## config.mk

```make
export PLATFORM = sky130hd
export DESIGN_NAME = mem_range_guard
export DESIGN_NICKNAME = d
export VERILOG_FILES = /design/src/rtl/mrg_pkg.sv /design/src/rtl/mrg_cfg_regs.sv /design/src/rtl/mrg_rule_table.sv /design/src/rtl/mrg_match.sv /design/src/rtl/mem_range_guard.sv
export SDC_FILE = /design/constraint.sdc
export NUM_CORES = 2
export LEC_CHECK = 0
export BUFFER_PORTS_ARGS = -buffer_cell sky130_fd_sc_hd__buf_2
export CORE_MARGIN = 4
export CORE_UTILIZATION = 30
export CTS_CLUSTER_DIAMETER = 80
export DETAILED_ROUTE_END_ITERATION = 12
export GPL_ROUTABILITY_DRIVEN = 0
export PLACE_DENSITY = 0.55
export SKIP_LAST_GASP = 1
export SLEW_MARGIN = 20
export SYNTH_ARGS = -nofsm -noshare
export SYNTH_HDL_FRONTEND = slang
export SYNTH_SLANG_ARGS = --single-unit
```

## constraint.sdc

```tcl
create_clock -name clk -period 3.65 [get_ports clk]
set_clock_uncertainty 0.1 [all_clocks]
set_input_delay 0.73 -clock clk [delete_from_list [all_inputs] [get_ports clk]]
set_output_delay 0.73 -clock clk [all_outputs]
set_load 0.02 [all_outputs]
```

## src/rtl/mrg_pkg.sv

```systemverilog
// Package: shared rule layout, register select codes and pack/unpack helpers
// for the address-range protection checker.
// Assumes: 12-bit megabyte bounds, 12-bit IDs, 10 ports, 5-bit rule number.
package mrg_pkg;

    localparam int BOUND_W   = 12;
    localparam int ID_W      = 12;
    localparam int PORT_CNT  = 10;
    localparam int PORT_W    = $clog2(PORT_CNT);
    localparam int RULE_CNT  = 20;
    localparam int CMD_IDX_W = 5;
    localparam int CMD_WR_B  = 5;
    localparam int CMD_RD_B  = 6;
    localparam int SPAN_W    = 2 * BOUND_W;
    localparam int IDS_W     = 2 * ID_W;
    localparam int ATTR_W    = 4 + PORT_CNT;

    typedef enum logic [2:0] {
        SEL_CMD  = 3'd0,
        SEL_SPAN = 3'd1,
        SEL_IDS  = 3'd2,
        SEL_ATTR = 3'd3,
        SEL_DFLT = 3'd4
    } cfg_sel_e;

    typedef struct packed {
        logic                result;
        logic [PORT_CNT-1:0] port_mask;
        logic                valid;
        logic [1:0]          sec;
        logic [ID_W-1:0]     id_hi;
        logic [ID_W-1:0]     id_lo;
        logic [BOUND_W-1:0]  mb_hi;
        logic [BOUND_W-1:0]  mb_lo;
    } rule_t;

    // Build a rule from the three staging words.
    function automatic rule_t pack_rule(input logic [SPAN_W-1:0] span,
                                        input logic [IDS_W-1:0]  ids,
                                        input logic [ATTR_W-1:0] attr);
        rule_t r;
        r.mb_lo     = span[BOUND_W-1:0];
        r.mb_hi     = span[SPAN_W-1:BOUND_W];
        r.id_lo     = ids[ID_W-1:0];
        r.id_hi     = ids[IDS_W-1:ID_W];
        r.sec       = attr[1:0];
        r.valid     = attr[2];
        r.port_mask = attr[PORT_CNT+2:3];
        r.result    = attr[ATTR_W-1];
        return r;
    endfunction

    function automatic logic [SPAN_W-1:0] span_of(input rule_t r);
        return {r.mb_hi, r.mb_lo};
    endfunction

    function automatic logic [IDS_W-1:0] ids_of(input rule_t r);
        return {r.id_hi, r.id_lo};
    endfunction

    function automatic logic [ATTR_W-1:0] attr_of(input rule_t r);
        return {r.result, r.port_mask, r.valid, r.sec};
    endfunction

endpackage

```

## src/rtl/mrg_cfg_regs.sv

```systemverilog
// Module: staging registers, fallback mask and command decode.
// Decodes commit/fetch strobes for the rule table and returns the selected
// register on cfg_rdata. Assumes one register access per cycle.
module mrg_cfg_regs
    import mrg_pkg::*;
#(
    parameter int NUM_RULES = RULE_CNT,
    parameter int DATA_W    = 32
) (
    input  logic                 clk,
    input  logic                 rst_n,
    input  logic                 cfg_we,
    input  logic [2:0]           cfg_sel,
    input  logic [DATA_W-1:0]    cfg_wdata,
    output logic [DATA_W-1:0]    cfg_rdata,
    input  rule_t                fetch_rule,
    output logic [CMD_IDX_W-1:0] cmd_idx,
    output logic                 commit_en,
    output rule_t                staged_rule,
    output logic [PORT_CNT-1:0]  dflt_mask
);

    logic [SPAN_W-1:0]    st_span;
    logic [IDS_W-1:0]     st_ids;
    logic [ATTR_W-1:0]    st_attr;
    logic [CMD_IDX_W-1:0] last_idx;
    logic                 cmd_wr;
    logic                 idx_ok;
    logic                 fetch_en;

    // Decode the command word presented in this cycle.
    always_comb begin
        cmd_wr    = cfg_we && (cfg_sel == SEL_CMD);
        cmd_idx   = cfg_wdata[CMD_IDX_W-1:0];
        idx_ok    = (int'(cmd_idx) < NUM_RULES);
        commit_en = cmd_wr && idx_ok && cfg_wdata[CMD_WR_B];
        fetch_en  = cmd_wr && idx_ok && !cfg_wdata[CMD_WR_B] && cfg_wdata[CMD_RD_B];
    end

    // Staging registers: written by software or loaded from a fetched rule.
    always_ff @(posedge clk) begin
        if (!rst_n) begin
            st_span <= '0;
            st_ids  <= '0;
            st_attr <= '0;
        end else if (fetch_en) begin
            st_span <= span_of(fetch_rule);
            st_ids  <= ids_of(fetch_rule);
            st_attr <= attr_of(fetch_rule);
        end else if (cfg_we) begin
            case (cfg_sel)
                SEL_SPAN: st_span <= cfg_wdata[SPAN_W-1:0];
                SEL_IDS:  st_ids  <= cfg_wdata[IDS_W-1:0];
                SEL_ATTR: st_attr <= cfg_wdata[ATTR_W-1:0];
                default:  ;
            endcase
        end
    end

    // Fallback mask and last rule number written to the command register.
    always_ff @(posedge clk) begin
        if (!rst_n) begin
            dflt_mask <= '0;
            last_idx  <= '0;
        end else if (cfg_we) begin
            if (cfg_sel == SEL_DFLT) dflt_mask <= cfg_wdata[PORT_CNT-1:0];
            if (cfg_sel == SEL_CMD)  last_idx  <= cmd_idx;
        end
    end

    // Present the staged words as one rule for the table write port.
    always_comb begin
        staged_rule = pack_rule(st_span, st_ids, st_attr);
    end

    // Read multiplexer for the selected register.
    always_comb begin
        cfg_rdata = '0;
        case (cfg_sel)
            SEL_CMD:  cfg_rdata[CMD_IDX_W-1:0] = last_idx;
            SEL_SPAN: cfg_rdata[SPAN_W-1:0]    = st_span;
            SEL_IDS:  cfg_rdata[IDS_W-1:0]     = st_ids;
            SEL_ATTR: cfg_rdata[ATTR_W-1:0]    = st_attr;
            SEL_DFLT: cfg_rdata[PORT_CNT-1:0]  = dflt_mask;
            default:  cfg_rdata = '0;
        endcase
    end

endmodule

```

## src/rtl/mrg_rule_table.sv

```systemverilog
// Module: rule storage with one write port and one combinational read port.
// Assumes the write index has already been range checked by the decoder.
module mrg_rule_table
    import mrg_pkg::*;
#(
    parameter int NUM_RULES = RULE_CNT
) (
    input  logic                 clk,
    input  logic                 rst_n,
    input  logic                 wr_en,
    input  logic [CMD_IDX_W-1:0] idx,
    input  rule_t                wr_rule,
    output rule_t                rd_rule,
    output rule_t                rules_o [NUM_RULES]
);

    genvar g;
    generate
        for (g = 0; g < NUM_RULES; g++) begin : g_rule
            // One rule slot: cleared to invalid on reset, loaded on commit.
            always_ff @(posedge clk) begin
                if (!rst_n)
                    rules_o[g] <= '0;
                else if (wr_en && (int'(idx) == g))
                    rules_o[g] <= wr_rule;
            end
        end
    endgenerate

    // Read port used by the fetch command; out-of-range reads give zero.
    always_comb begin
        rd_rule = '0;
        for (int k = 0; k < NUM_RULES; k++) begin
            if (int'(idx) == k) rd_rule = rules_o[k];
        end
    end

endmodule

```

## src/rtl/mrg_match.sv

```systemverilog
// Module: combinational rule matching and verdict resolution.
// A reject hit wins over an accept hit; with no hit the port fallback bit
// decides, and ports outside the implemented range are rejected.
module mrg_match
    import mrg_pkg::*;
#(
    parameter int NUM_RULES = RULE_CNT,
    parameter int ADDR_W    = 32
) (
    input  rule_t               rules_i [NUM_RULES],
    input  logic [ADDR_W-1:0]   addr,
    input  logic [ID_W-1:0]     id,
    input  logic [PORT_W-1:0]   port,
    input  logic [1:0]          sec,
    input  logic [PORT_CNT-1:0] dflt_mask,
    output logic                reject
);

    localparam int MB_LSB = ADDR_W - BOUND_W;

    logic [BOUND_W-1:0]   mb;
    logic                 port_ok;
    logic [NUM_RULES-1:0] hit;
    logic [NUM_RULES-1:0] hit_rej;
    logic [NUM_RULES-1:0] hit_acc;

    // Megabyte index and port range check shared by all rules.
    always_comb begin
        mb      = addr[ADDR_W-1:MB_LSB];
        port_ok = (int'(port) < PORT_CNT);
    end

    genvar g;
    generate
        for (g = 0; g < NUM_RULES; g++) begin : g_cmp
            // Per-rule comparison of every transaction field.
            always_comb begin
                hit[g] = rules_i[g].valid
                      && port_ok && rules_i[g].port_mask[port]
                      && (id >= rules_i[g].id_lo) && (id <= rules_i[g].id_hi)
                      && (mb >= rules_i[g].mb_lo) && (mb <= rules_i[g].mb_hi)
                      && ((sec & rules_i[g].sec) != 2'b00);
                hit_rej[g] = hit[g] && rules_i[g].result;
                hit_acc[g] = hit[g] && !rules_i[g].result;
            end
        end
    endgenerate

    // Resolve the verdict from the hit vectors and the fallback mask.
    always_comb begin
        if (|hit_rej)
            reject = 1'b1;
        else if (|hit_acc)
            reject = 1'b0;
        else if (!port_ok)
            reject = 1'b1;
        else
            reject = dflt_mask[port];
    end

endmodule

```

## src/rtl/mem_range_guard.sv

```systemverilog
// Module: top of the address-range protection checker.
// Joins the register front end, the rule table and the match logic, and
// registers the verdict so it appears one cycle after the request.
module mem_range_guard
    import mrg_pkg::*;
#(
    parameter int NUM_RULES = RULE_CNT,
    parameter int ADDR_W    = 32,
    parameter int DATA_W    = 32
) (
    input  logic              clk,
    input  logic              rst_n,
    input  logic              cfg_we,
    input  logic [2:0]        cfg_sel,
    input  logic [DATA_W-1:0] cfg_wdata,
    output logic [DATA_W-1:0] cfg_rdata,
    input  logic              txn_valid,
    input  logic [ADDR_W-1:0] txn_addr,
    input  logic [ID_W-1:0]   txn_id,
    input  logic [PORT_W-1:0] txn_port,
    input  logic [1:0]        txn_sec,
    output logic              resp_valid,
    output logic              resp_reject
);

    logic [CMD_IDX_W-1:0] cmd_idx;
    logic                 commit_en;
    rule_t                staged_rule;
    rule_t                fetch_rule;
    rule_t                rules [NUM_RULES];
    logic [PORT_CNT-1:0]  dflt_mask;
    logic                 verdict;

    mrg_cfg_regs #(.NUM_RULES(NUM_RULES), .DATA_W(DATA_W)) u_regs (
        .clk         (clk),
        .rst_n       (rst_n),
        .cfg_we      (cfg_we),
        .cfg_sel     (cfg_sel),
        .cfg_wdata   (cfg_wdata),
        .cfg_rdata   (cfg_rdata),
        .fetch_rule  (fetch_rule),
        .cmd_idx     (cmd_idx),
        .commit_en   (commit_en),
        .staged_rule (staged_rule),
        .dflt_mask   (dflt_mask)
    );

    mrg_rule_table #(.NUM_RULES(NUM_RULES)) u_table (
        .clk     (clk),
        .rst_n   (rst_n),
        .wr_en   (commit_en),
        .idx     (cmd_idx),
        .wr_rule (staged_rule),
        .rd_rule (fetch_rule),
        .rules_o (rules)
    );

    mrg_match #(.NUM_RULES(NUM_RULES), .ADDR_W(ADDR_W)) u_match (
        .rules_i   (rules),
        .addr      (txn_addr),
        .id        (txn_id),
        .port      (txn_port),
        .sec       (txn_sec),
        .dflt_mask (dflt_mask),
        .reject    (verdict)
    );

    // Output stage: verdict registered only for real requests.
    always_ff @(posedge clk) begin
        if (!rst_n) begin
            resp_valid  <= 1'b0;
            resp_reject <= 1'b0;
        end else begin
            resp_valid  <= txn_valid;
            resp_reject <= txn_valid && verdict;
        end
    end

endmodule

```

==> flow_summary.json <==
{
  "switchingPower_mw": 9.69,
  "setup-tns-final_ps": 0,
  "synth_edf_count": 0,
  "min_period_ps": 3630,
  "grt_pass1_wl_mm": 559,
  "synth-seq-cells": 1319,
  "grt_usage_pct": 27.1,
  "required_ps": 4320,
  "reg2reg_to": "resp_reject",
  "fin_crit_sh_pct": 99.5,
  "dpl.hpwl_mm": 297,
  "placed_area_um2": 93100,
  "cpMaxStageDelayCell": "a2111oi_0",
  "layout_common_cells": "nand2_1, a21oi_1, dfxtp_1, ha_1, inv_1",
  "critical_path.endpoint": "u_regs.st_span[15]",
  "finish.instance_area_um2": 98800,
  "wl_per_cell_um": 26.2,
  "grt_max_degree": 73,
  "finalMaxSlewViolations": 0,
  "die_h_um": 526,
  "route.detailed.drc": 0,
  "crit_family": "compound AO/OA/AOI/OAI gates",
  "clkLatencyLatePin_ps": 830,
  "crit_path_cell_trace": "buf_2 > buf_4 > and3b_1 > nand2_2 > buf_4 > buf_4 > o22ai_1 > a2111oi_0 > a21oi_1 > o221ai_1 > and3_1",
  "core_um2": 266000,
  "clock_power_share_pct": 48.2,
  "die_width_um": 526,
  "routed_wl_mm": 394,
  "rr_startpoint": "u_table.rules_o[896]",
  "cp-startpoint": "cfg_wdata[3]",
  "critPathMaxStageDelay_ps": 990,
  "power_density_nw_per_um2": 364,
  "critPathKind": "input port to flip-flop",
  "cts_buffers": 159,
  "crit_buf_inv": 4,
  "leakage_nw": 34.6,
  "cts_tree": "built",
  "vias": 84200,
  "root_buffer": "clkbuf_16",
  "hold_viol": 0,
  "power_frac_comb_pct": 11.6,
  "synthCells": 10800,
  "via_per_inst": 5.60,
  "hold_class": "input port to flip-flop",
  "ys_seq_area_share_pct": 32.8,
  "crit_path_max_fanout": 14,
  "power_mw": 36.0,
  "drt_first_pass_iters": 9,
  "critPathLaunchType": "input port",
  "whs_ps": 157,
  "overflow": 0,
  "seq_power_share_pct": 40.2,
  "layout_commonest_cell": "nand2_1",
  "run_status": "complete, no violations",
  "ff2ff_setup_slack_ps": 150,
  "ys.flop_type": "dfxtp_1",
  "nets": 12400,
  "dp_cells": 14700,
  "cap_violations": 0,
  "drive_gt1_share_pct": 13.7,
  "setup_viol": 0,
  "relSlewSlack_pct": 13.5,
  "worst_ep_arrival_time_ps": 4300,
  "grt_pass1_vias": 76800,
  "worst-r2r-cell-count": 13,
  "clk_pin_slew_ps": 60,
  "synth_warnings": 0,
  "start_util_pct": 30.3,
  "layout.cells.non_filler": 15000,
  "fp.dieArea_um2": 277000,
  "tightestPinTransition_ps": 1270,
  "power.share.switching_pct": 26.9,
  "area_growth_pct": 22.7,
  "fmax_mhz": 275,
  "drt_iter0_drc": 11900,
  "postCtsHoldBufs": 0,
  "antenna_found_initial": 19,
  "p_int_mw": 26.3,
  "htree_levels": 4,
  "clock_path_buffers": 3,
  "rows": 189,
  "postSynthAreaPerCell_um2": 7.47,
  "path_depth": 11,
  "syn_area_um2": 80500,
  "io_buffers": 86,
  "io_pins": 123,
  "max-vdd-ir-drop_mv": 0.508,
  "ys_types": 90,
  "async_flop_share_pct": 0,
  "end_kind": "flip-flop",
  "crit_top_cell": "buf_4",
  "cts_num_sinks": 1319,
  "rsz0062_at_grt": "no",
  "ant_nets": 0
}
==> timing repair <==
action / CTS / global route
setup buffers: 0 / 0
pin swaps: 0 / 0
gates resized for setup: 1 / 6
setup endpoints to repair: 1 / 1
==> cells by family after synthesis <==
group / share of synthesized area (%)
AND/OR/NAND/NOR: 18.3
AO/OA/AOI/OAI: 23.3
buffers and inverters: 8.28
flip-flops: 32.8
adder cells (fa/ha/maj): 14.9
multiplexers: 2.35
other: 0.00466
==> power groups by stage <==
stage | sequential (mW) | clock, mW | combinational, mW
after floorplan | 14.8 | 0 | 1.76
after global placement | 14.8 | 0 | 4.01
after detailed placement | 14.8 | 0 | 4.02
after CTS | 14.4 | 17.5 | 4.05
after global routing | 14.4 | 18.0 | 4.39
final | 14.5 | 17.4 | 4.18
==> synthesized netlist by cell type (77+ instances only) <==
master,n,share of area [%]
a2111oi_0,77,0.84
a21oi_1,1623,10
a22oi_1,208,1.9
buf_2,152,0.94
clkbuf_1,561,2.6
dfxtp_1,1319,33
ha_1,960,15
inv_1,917,4.3
mux2i_1,104,1.3
nand2_1,2809,13
nand3_1,98,0.61
nand4_1,132,1.0
nor2_1,211,0.98
nor3_1,98,0.61
o211ai_1,86,0.80
o21ai_0,290,1.8
o22ai_1,154,1.2
==> how the worst min path moves through the flow <==
stage	startpoint	end	slack (ps)	cells past startpoint
after global routing	cfg_wdata[7]	u_regs.dflt_mask[7]	140	3
after floorplan	u_table.rules_o[1005]	u_table.rules_o[1005]	340	2
final	cfg_wdata[7]	u_regs.dflt_mask[7]	160	3
after detailed placement	u_table.rules_o[623]	u_table.rules_o[623]	350	2
after CTS	cfg_wdata[7]	u_regs.dflt_mask[7]	90	3
after global placement	u_table.rules_o[747]	u_table.rules_o[747]	340	2
==> registers in the layout, indices dropped and copies added (netlist names) <==
signal            cells
resp_valid            1
u_table.rules_o    1240
u_regs.st_attr       14
u_regs.dflt_mask     10
u_regs.st_span       24
u_regs.st_ids        24
resp_reject           1
u_regs.last_idx       5
==> cell type report <==
cell class | instances | area (um2)
antenna | 11 | 27.5
clock buffer | 223 | 4700
clock inverter | 63 | 875
fill | 27700 | 167000
inverter | 920 | 3470
multi-input combinational | 7784 | 47800
sequential | 1319 | 26400
tap | 3533 | 4420
timing repair buffer | 1181 | 11000
==> worst min-delay path, delay by kind of cell <==
family	cells	cell delay, ps
buffers and inverters	1	170
and+or+nand+nor	1	80
AOI/OAI and AO/OA	1	50
==> metrics by stage <==
step                      setup slack [ps]  util (%)
after detailed placement              -976      35.0
after floorplan                       22.3         -
after CTS                             26.3      37.1
after global placement               -1170      35.0
after global routing                  9.70      37.1
final                                 17.0      37.1
==> per-layer routing <==
layer / up-vias / share of wire [%] / track usage, %
li1: 38600 / - / -
met1: 39900 / 42 / 37.5
met2: 4886 / 41 / 39.5
met3: 829 / 10 / 4.55
met4: 2 / 6.8 / 15.9
met5: - / 0.0023 / 0
Note: power is estimated with default switching activity, not from simulation.
